File: src/rtl/fault_latch_pkg.sv
package fault_latch_pkg;
  localparam int unsigned NFAULT = 8;
  localparam int unsigned BUSW   = 8;
  localparam logic [1:0]  SEL_CFG = 2'b11;
  typedef logic [NFAULT-1:0] fvec_t;
  typedef logic [BUSW-1:0]   bus_t;
endpackage

File: src/rtl/fault_delay_line.sv
module fault_delay_line #(
  parameter int unsigned W   = 8,
  parameter int unsigned LAT = 4
) (
  input  logic         clk,
  input  logic         rst_n,
  input  logic [W-1:0] din,
  output logic [W-1:0] dout
);
  generate
    if (LAT == 0) begin : g_bypass
      assign dout = din;
    end else begin : g_pipe
      logic [W-1:0] stg_q [LAT];
      for (genvar g = 0; g < LAT; g++) begin : g_stage
        logic [W-1:0] stg_d;
        if (g == 0) begin : g_head
          assign stg_d = din;
        end else begin : g_tail
          assign stg_d = stg_q[g-1];
        end
        always_ff @(posedge clk or negedge rst_n) begin
          if (!rst_n) stg_q[g] <= '0;
          else        stg_q[g] <= stg_d;
        end
      end
      assign dout = stg_q[LAT-1];
    end
  endgenerate
endmodule

File: src/rtl/fault_sticky_core.sv
module fault_sticky_core #(
  parameter int unsigned W = 8
) (
  input  logic         clk,
  input  logic         rst_n,
  input  logic [W-1:0] det,
  input  logic         sample,
  input  logic         rd_hit,
  output logic [W-1:0] flt_q,
  output logic [W-1:0] snap_q,
  output logic         smp_fall
);
  logic         smp_q;
  logic         seen_q, seen_d;
  logic [W-1:0] flt_d, snap_d;
  logic         snap_en;

  always_comb begin
    smp_fall = smp_q & ~sample;
    flt_d    = flt_q | det;
    if (smp_fall && seen_q) flt_d = (flt_q & ~snap_q) | det;
    snap_en  = smp_fall;
    snap_d   = flt_d;
    seen_d   = smp_fall ? 1'b0 : (seen_q | rd_hit);
  end

  always_ff @(posedge clk or negedge rst_n) begin
    if (!rst_n) begin
      smp_q  <= 1'b1;
      seen_q <= 1'b0;
      flt_q  <= '0;
      snap_q <= '0;
    end else begin
      smp_q  <= sample;
      seen_q <= seen_d;
      flt_q  <= flt_d;
      if (snap_en) snap_q <= snap_d;
    end
  end
endmodule

File: src/rtl/fault_host_port.sv
module fault_host_port
  import fault_latch_pkg::*;
#(
  parameter int unsigned W        = 8,
  parameter bus_t        RST_ADDR = 8'h80,
  parameter bus_t        FLT_ADDR = 8'hFF
) (
  input  logic         clk,
  input  logic         rst_n,
  input  logic [1:0]   mode_sel,
  input  logic         cs_n,
  input  logic         rd_n,
  input  logic         wr_n,
  input  bus_t         bus_in,
  input  logic [W-1:0] snap,
  output bus_t         bus_out,
  output logic         rd_hit,
  output logic         wr_hit,
  output bus_t         addr_q
);
  logic cfg;
  bus_t addr_d;

  always_comb begin
    cfg     = (mode_sel == SEL_CFG);
    wr_hit  = cfg & ~cs_n & ~wr_n & rd_n & bus_in[BUSW-1];
    rd_hit  = cfg & ~cs_n & ~rd_n & wr_n & (addr_q == FLT_ADDR);
    bus_out = rd_hit ? BUSW'(snap) : '0;
    addr_d  = bus_in;
  end

  always_ff @(posedge clk or negedge rst_n) begin
    if (!rst_n)      addr_q <= RST_ADDR;
    else if (wr_hit) addr_q <= addr_d;
  end
endmodule

File: src/rtl/fault_latch_unit.sv
module fault_latch_unit
  import fault_latch_pkg::*;
#(
  parameter int unsigned LATENCY    = 4,
  parameter fvec_t       GRP_A_MASK = 8'h0F,
  parameter fvec_t       GRP_B_MASK = 8'hF0,
  parameter bus_t        RESET_ADDR = 8'h80,
  parameter bus_t        FAULT_ADDR = 8'hFF
) (
  input  logic        clk,
  input  logic        rst_n,
  input  fvec_t       fault_in,
  input  logic        sample,
  input  logic [1:0]  mode_sel,
  input  logic        cs_n,
  input  logic        rd_n,
  input  logic        wr_n,
  input  bus_t        bus_in,
  output bus_t        bus_out,
  output logic        grp_a_n,
  output logic        grp_b_n
);
  logic [1:0] rsync_q;
  logic       rst_sync_n;
  fvec_t      det, flt_q, snap_q;
  logic       smp_fall, rd_hit, wr_hit;
  bus_t       addr_q;

  always_ff @(posedge clk or negedge rst_n) begin
    if (!rst_n) rsync_q <= 2'b00;
    else        rsync_q <= {rsync_q[0], 1'b1};
  end
  assign rst_sync_n = rsync_q[1];

  fault_delay_line #(.W(NFAULT), .LAT(LATENCY)) u_dly (
    .clk(clk), .rst_n(rst_sync_n), .din(fault_in), .dout(det)
  );

  fault_sticky_core #(.W(NFAULT)) u_core (
    .clk(clk), .rst_n(rst_sync_n), .det(det), .sample(sample),
    .rd_hit(rd_hit), .flt_q(flt_q), .snap_q(snap_q), .smp_fall(smp_fall)
  );

  fault_host_port #(.W(NFAULT), .RST_ADDR(RESET_ADDR), .FLT_ADDR(FAULT_ADDR)) u_port (
    .clk(clk), .rst_n(rst_sync_n), .mode_sel(mode_sel), .cs_n(cs_n),
    .rd_n(rd_n), .wr_n(wr_n), .bus_in(bus_in), .snap(snap_q),
    .bus_out(bus_out), .rd_hit(rd_hit), .wr_hit(wr_hit), .addr_q(addr_q)
  );

  assign grp_a_n = ~|(flt_q & GRP_A_MASK);
  assign grp_b_n = ~|(flt_q & GRP_B_MASK);
endmodule

File: config.mk
export PLATFORM = sky130hd
export DESIGN_NAME = fault_latch_unit
export DESIGN_NICKNAME = d
export VERILOG_FILES = /design/src/rtl/fault_latch_pkg.sv /design/src/rtl/fault_delay_line.sv /design/src/rtl/fault_sticky_core.sv /design/src/rtl/fault_host_port.sv /design/src/rtl/fault_latch_unit.sv
export SDC_FILE = /design/constraint.sdc
export NUM_CORES = 1
export LEC_CHECK = 0
export BUFFER_PORTS_ARGS = -buffer_cell sky130_fd_sc_hd__buf_2
export CORE_UTILIZATION = 54
export CTS_CLUSTER_DIAMETER = 120
export CTS_CLUSTER_SIZE = 28
export DETAILED_ROUTE_END_ITERATION = 8
export PLACE_DENSITY_LB_ADDON = 0.15
export REMOVE_ABC_BUFFERS = 1
export SYNTH_ARGS = -nofsm -noshare
export SYNTH_HDL_FRONTEND = slang
export SYNTH_HIERARCHICAL = 1
export SYNTH_SLANG_ARGS = --single-unit
export TNS_END_PERCENT = 10
File: constraint.sdc
create_clock -name clk -period 2.1 [get_ports clk]
set_input_delay 0.21 -clock clk [delete_from_list [all_inputs] [get_ports clk]]
set_output_delay 0.21 -clock clk [all_outputs]
set_load 0.1 [all_outputs]
==> impl_metrics.env, run 1 <==
export IMPL_power_total_mw=2.576
export IMPL_grt_overflow_total=0
export IMPL_crit_path_end_kind="primary output"
export IMPL_seq_area_frac_synth_pct=70.66
export IMPL_fin_skew_ns=0.004502
export IMPL_synthMostInstantiatedCell="dfrtp_1"
export IMPL_die_y_um=64.78
export IMPL_grt_max_degree=59
export IMPL_finalWirelength_mm=3.681
export IMPL_drv_cap=0
export IMPL_die_width_um=64.78
export IMPL_clk_pin_slew_ns=0.06
export IMPL_finalMaxSlewViolations=0
export IMPL_p_comb_share_pct=4.5
export IMPL_dieArea_sq_um=4196
export IMPL_clock_sinks=60
export IMPL_drt_initial_drc_count=57
export IMPL_areaGrowthSynthToFinish_pct=30.22
export IMPL_vias=1274
export IMPL_min_path_type="input pin to flip-flop"
export IMPL_synth_avg_cell_area_sq_um=14.99
export IMPL_seq_power_share_pct=48.7
export IMPL_layout_drive_gt1_share_pct=32.99
export IMPL_p_clk_share_pct=46.7
export IMPL_switchingPower_mw=0.5013
export IMPL_p_int_mw=2.075
export IMPL_synth_edf_count=0
export IMPL_tightestPinTransition_ns=0.6800
export IMPL_initial_core_util_pct=57.27
export IMPL_io_buffers=33
export IMPL_async_flop_share_pct=100.0
export IMPL_synth_distinct_cells=25
export IMPL_start_kind="flip-flop"
export IMPL_yosys_top_cells_area="dfrtp_1, mux2_2, o22a_1, or3b_1, a21boi_0"
export IMPL_power_density_nw_per_um2=929.6
export IMPL_clock_root_buffer="clkbuf_8"
export IMPL_ys_flop_type="dfrtp_1"
export IMPL_drc_errors=0
export IMPL_fmax_mhz=498.3
export IMPL_ys_warn_count=6
export IMPL_tns_ns=0
export IMPL_sw_frac_of_total_pct=19.46
export IMPL_crit_fanout=9
export IMPL_irDropWorstVdd_mv=0.7312
export IMPL_antenna_cells=0
export IMPL_io_pins=34
export IMPL_power_leakage_nw=1.213
export IMPL_yosys_area_top_type="dfrtp_1"
export IMPL_gp_congestion=0.7230
export IMPL_status="completed"
export IMPL_clk_latency_ns=0.33
export IMPL_cts_resized=0
export IMPL_fin_crit_ns=2.007
export IMPL_cts_max_level=3
export IMPL_setup_viol=0
export IMPL_grt_pass1_vias=1284
export IMPL_worstSetupPathType="flip-flop to primary output"
export IMPL_wire_per_inst_um=15.02
export IMPL_slew_headroom_pct=54.66
export IMPL_syn_inst=142
export IMPL_synth_commonest_cells="dfrtp_1, nor2_1"
export IMPL_post_route_period_util_pct=95.57
export IMPL_core_area_sq_um=3716
export IMPL_ys_seq_elements=60
export IMPL_cts_tree="done"
export IMPL_syn_area_sq_um=2128
export IMPL_std_cell_rows=22
export IMPL_fin_cells=245
export IMPL_grt_use_total_pct=21.09
export IMPL_cts_max_path_buffers=2
export IMPL_viasPerCell=5.200
export IMPL_fin_area_sq_um=2771
export IMPL_hold_viol_final=0
export IMPL_synth_top_area_share_pct=68.20
export IMPL_dp_cells=219
export IMPL_dpl_cell_area_sq_um=2441
export IMPL_drtPass1Iterations=4
export IMPL_grt_pass1_wl_mm=6.106
export IMPL_antenna_found_initial=0
export IMPL_numCtsBuffers=9
export IMPL_required_ns=1.89
export IMPL_layout_nets=216
export IMPL_worstPathArrival_ns=1.80
export IMPL_drtAntennaViolNets=0
## cell type report
cell class	instances	area [sq um]
sequential	60	1505
fill	248	944.7
multi-input combinational	70	556.8
timing repair buffer	44	390.4
clock buffer	12	135.1
clock inverter	4	97.59
tap	48	60.06
inverter	7	26.28
## cells in the final DEF (no fill, tap or decap), drive strengths merged, types with 3 or more instances in the layout
cell type,netlist,final
a21boi,8,8
inv,7,7
dlygate4sd3,0,9
nor2,9,9
nor4,3,3
clkbuf,1,12
mux2,7,7
dfrtp,58,58
bufinv,0,3
and2,8,8
buf,4,35
or3b,8,8
o22a,8,8
a31oi,7,7
## what timing repair did
| action | CTS | global route |
|---|---|---|
| setup endpoints to repair | 8 | 8 |
| setup buffers | 0 | 1 |
| endpoints found under the hold margin | 10 | 0 |
| pin swaps | 1 | 1 |
| hold buffers | 9 | 0 |
## worst max-delay path, cell delays in order (launching register included)
cell	delay, ns
dfstp_2	0.52
nand2_1	0.08
nor4_4	0.28
buf_4	0.20
and2_1	0.19
buf_12	0.19
## registers in the layout (all words and copies together) (netlist names)
register                    cells
u_core/smp_q                    1
u_dly/dout                      8
rsync_q                         2
u_core/snap_q                   8
u_core/seen_q                   1
u_port/addr_q                   8
u_dly/g_pipe.g_stage.stg_d     24
u_core/flt_q                    8
## per-stage QoR
stage	hold WS (ns)	worst slack, ns	util (%)
after global routing	0.07177	-0.003234	74.58
after detailed placement	-0.002217	0.3526	65.69
final	0.07820	0.09297	74.58
after global placement	-0.005949	0.3923	65.69
after CTS	0.05944	0.03106	74.38
after floorplan	-0.08559	-0.2451	-
## logic make-up after synthesis
logic type             Yosys count  share of synthesized area [%]
AO/OA/AOI/OAI                   24                          8.525
buffers and inverters           12                          3.174
flip-flops                      60                          70.66
multiplexers                     7                          3.704
other                            1                         0.1762
AND/OR/NAND/NOR                 38                          13.76
## worst paths after layout
check	start	slack (ns)	cells after the start	end
max	u_port/addr_q[7]	0.09	5	bus_out[6]
min	sample	0.08	1	u_core/smp_q
max reg2reg	u_core/smp_q	0.81	2	u_core/snap_q[7]
min reg2reg	u_dly/g_pipe.g_stage[2].stg_d[0]	0.35	0	u_dly/g_pipe.g_stage[3].stg_d[0]
max in group asynchronous	rsync_q[1]	1.25	1	u_dly/g_pipe.g_stage[2].stg_d[2]
min in group asynchronous	rst_n	0.19	2	rsync_q[0]
## power by group through the flow
stage	Combinational (mW)	Clock [mW]	Sequential, mW
5_1_grt	0.130	1.28	1.26
3_3_place_gp	0.0970	0	1.27
6_report	0.117	1.20	1.26
3_5_place_dp	0.103	0	1.28
2_1_floorplan	0.0478	0	1.28
4_1_cts	0.119	1.23	1.26
## routing by layer
metal | share of wire, % | up-vias | global-route usage [%]
li1 | - | 598 | -
met1 | 43 | 637 | 25.89
met2 | 51 | 30 | 32.16
met3 | 3.7 | 9 | 7.394
met4 | 2.0 | 0 | 12.50
met5 | 0 | - | 0
No activity file was read; power rests on OpenSTA's default activity.
==> run 2, diff against run 1 <==
--- a/config.mk
+++ b/config.mk
@@ -5,8 +5,10 @@
 export SDC_FILE = /design/constraint.sdc
 export NUM_CORES = 1
 export LEC_CHECK = 0
+export ABC_AREA = 1
 export BUFFER_PORTS_ARGS = -buffer_cell sky130_fd_sc_hd__buf_2
-export CORE_UTILIZATION = 54
+export CORE_MARGIN = 2
+export CORE_UTILIZATION = 59
 export CTS_CLUSTER_DIAMETER = 120
 export CTS_CLUSTER_SIZE = 28
 export DETAILED_ROUTE_END_ITERATION = 8
==> constraint.sdc (replaced) <==
create_clock -name clk -period 2.4 [get_ports clk]
set_input_delay 0.24 -clock clk [delete_from_list [all_inputs] [get_ports clk]]
set_output_delay 0.24 -clock clk [all_outputs]
set_load 0.1 [all_outputs]
==> run 2 against run 1 <==
Effect of this change:
- clock-buffer cell count did not move
- final cell count increased by 25%
- sequential share of layout area is 3.6 points higher
- critical endpoint is now bus_out[0]
- highest routed layer unchanged
==> impl_metrics.env, run 2 <==
export IMPL_fin_skew_ns=0.01125
export IMPL_cp_num_buf_inv=2
export IMPL_std_cell_rows=21
export IMPL_final_cell_mix="nand2_1, dfrtp_1, inv_1, buf_2, nor2_1"
export IMPL_cts_tree="done"
export IMPL_grt_pass1_wl_mm=5.865
export IMPL_grt_use_total_pct=19.54
export IMPL_clock_root_buffer="clkbuf_4"
export IMPL_tns_ns=0
export IMPL_synth_avg_cell_area_sq_um=10.55
export IMPL_gp_congestion=0.7847
export IMPL_synth_top_area_share_pct=68.08
export IMPL_hold_viol_final=0
export IMPL_worstPathArrival_ns=1.87
export IMPL_min_path_type="input pin to flip-flop"
export IMPL_finalMaxSlewViolations=0
export IMPL_ys_flop_type="dfrtp_1"
export IMPL_crit_path_end_kind="primary output"
export IMPL_antenna_found_initial=0
export IMPL_cts_max_level=3
export IMPL_synth_compound_area_share_pct=0
export IMPL_largest_register_ffs=24
export IMPL_seq_area_frac_synth_pct=70.54
export IMPL_clock_sinks=60
export IMPL_final_common_cell="nand2_1"
export IMPL_setup_viol=0
export IMPL_irDropWorstVdd_mv=0.5058
export IMPL_synth_commonest_cells="nand2_1, dfrtp_1, inv_1"
export IMPL_wire_per_inst_um=10.21
export IMPL_synthMuxAreaShare_pct=0
export IMPL_rsz0062_at_grt="false"
export IMPL_syn_inst=202
export IMPL_drtPass1Iterations=4
export IMPL_clk_latency_ns=0.38
export IMPL_yosys_top_cells_area="dfrtp_1, nand2_1, inv_1, nand2_2, dfstp_2"
export IMPL_die_width_um=64.12
export IMPL_drv_cap=0
export IMPL_cpPeakStageDelay_ns=0.54
export IMPL_post_route_period_util_pct=88.08
export IMPL_dp_cells=281
export IMPL_path_cells="nand2_1, inv_1, nand2_1, nor2_1, nand2_2, nor2_1, buf_2"
export IMPL_fmax_mhz=473.0
export IMPL_io_buffers=33
export IMPL_status="completed"
export IMPL_layout_drive_gt1_share_pct=26.44
export IMPL_synthAdderAreaFrac_pct=0
export IMPL_viasPerCell=4.524
export IMPL_ys_seq_elements=60
export IMPL_min_to="u_port/addr_q[6]"
export IMPL_numCtsBuffers=9
export IMPL_synth_xor_area_share_pct=0
export IMPL_io_pins=34
export IMPL_crit_slowest_cell="dfstp_2"
export IMPL_synthMostInstantiatedCell="nand2_1"
export IMPL_reg2reg_depth=8
export IMPL_yosys_area_top_type="dfrtp_1"
export IMPL_finalWirelength_mm=3.134
export IMPL_required_ns=2.16
export IMPL_timing_rr_end="u_core/seen_q"
export IMPL_core_area_sq_um=3416
export IMPL_fin_cells=307
export IMPL_die_y_um=64.12
export IMPL_crit_fanout=9
export IMPL_grt_pass1_vias=1402
export IMPL_r2r_setup_slack_ns=1.16
export IMPL_cts_max_path_buffers=2
export IMPL_power_density_nw_per_um2=745.7
export IMPL_initial_core_util_pct=62.42
export IMPL_ys_warn_count=6
export IMPL_dieArea_sq_um=4111
export IMPL_layout_nets=280
export IMPL_syn_area_sq_um=2132
export IMPL_drt_initial_drc_count=123
export IMPL_whs_path_depth=3
export IMPL_power_leakage_nw=1.495
export IMPL_clk_pin_slew_ns=0.09
export IMPL_synth_top_family_by_area="simple AND/OR/NAND/NOR gates"
export IMPL_grt_overflow_total=0
export IMPL_hold_start="bus_in[6]"
export IMPL_areaGrowthSynthToFinish_pct=21.89
export IMPL_worstSetupPathType="flip-flop to primary output"
export IMPL_antenna_cells=0
export IMPL_async_flop_share_pct=100.0
export IMPL_drc_errors=0
export IMPL_fin_crit_ns=2.114
export IMPL_start_kind="flip-flop"
export IMPL_hold_ws_ns=0.05293
export IMPL_drtAntennaViolNets=0
export IMPL_vias=1389
export IMPL_cp_top_family="flip-flops"
export IMPL_cts_setup_buffers=0
export IMPL_timing_rr_start="u_port/addr_q[7]"
export IMPL_synth_distinct_cells=16
export IMPL_grt_max_degree=25
export IMPL_yosys_area_share_simple_pct=21.13
export IMPL_dp_hpwl_mm=2.107
export IMPL_synth_edf_count=0
## run 2: kinds of logic after synthesis
kind of cell | after synthesis
DFF | 60
other | 1
buffers and inverters | 38
and+or+nand+nor | 103
## run 2: cell type report
cell class,count,area (sq um)
fillers,247,817.0
clock inverters,4,47.55
well taps,46,57.56
multi-input cells,104,454.2
clock buffers,12,98.84
flip-flops and latches,60,1505
inverters,36,155.1
repair buffers,45,280.3
## run 2: worst min-delay path, delay by kind of cell
kind	cells	cell delay, ns
buffers and inverters	1	0.07
and+or+nand+nor	2	0.08
## run 2: worst max-delay path by stage
stage                           from         end  depth (start not counted)
finish              u_port/addr_q[7]  bus_out[0]                          7
global route        u_port/addr_q[7]  bus_out[0]                          7
global placement    u_port/addr_q[7]  bus_out[0]                          7
floorplan           u_port/addr_q[7]  bus_out[0]                          6
CTS                 u_port/addr_q[7]  bus_out[0]                          7
detailed placement  u_port/addr_q[7]  bus_out[0]                          7
## run 2: metrics by stage
step	area, sq um	total power, mW	utilization (%)	worst slack, ns
2_1_floorplan	2113	1.196	-	0.05125
3_3_place_gp	2352	1.236	68.86	0.7244
3_5_place_dp	2352	1.243	68.86	0.6833
4_1_cts	2599	1.961	76.08	0.2383
5_1_grt	2599	2.049	76.08	0.1379
6_report	2599	1.938	76.08	0.2860
## run 2: metal layers
layer | part of all wire (%) | GRT usage [%] | up-vias
met5 | 0 | 0 | -
met4 | 1.2 | 6.383 | 0
met3 | 5.6 | 9.683 | 7
met2 | 47 | 30.86 | 42
met1 | 46 | 23.63 | 632
li1 | - | - | 708
## run 2: report_power, final
| part | leakage [nW] | internal [mW] | switching [mW] |
|---|---|---|---|
| sequential | 0.682 | 1.08 | 0.0386 |
| clock | 0.0791 | 0.372 | 0.333 |
| combinational | 0.734 | 0.0532 | 0.0638 |
## run 2: what timing repair did
item | in CTS | in global routing
hold endpoints to repair | 11 | 0
gates resized for setup | 0 | 0
hold buffers | 10 | 0
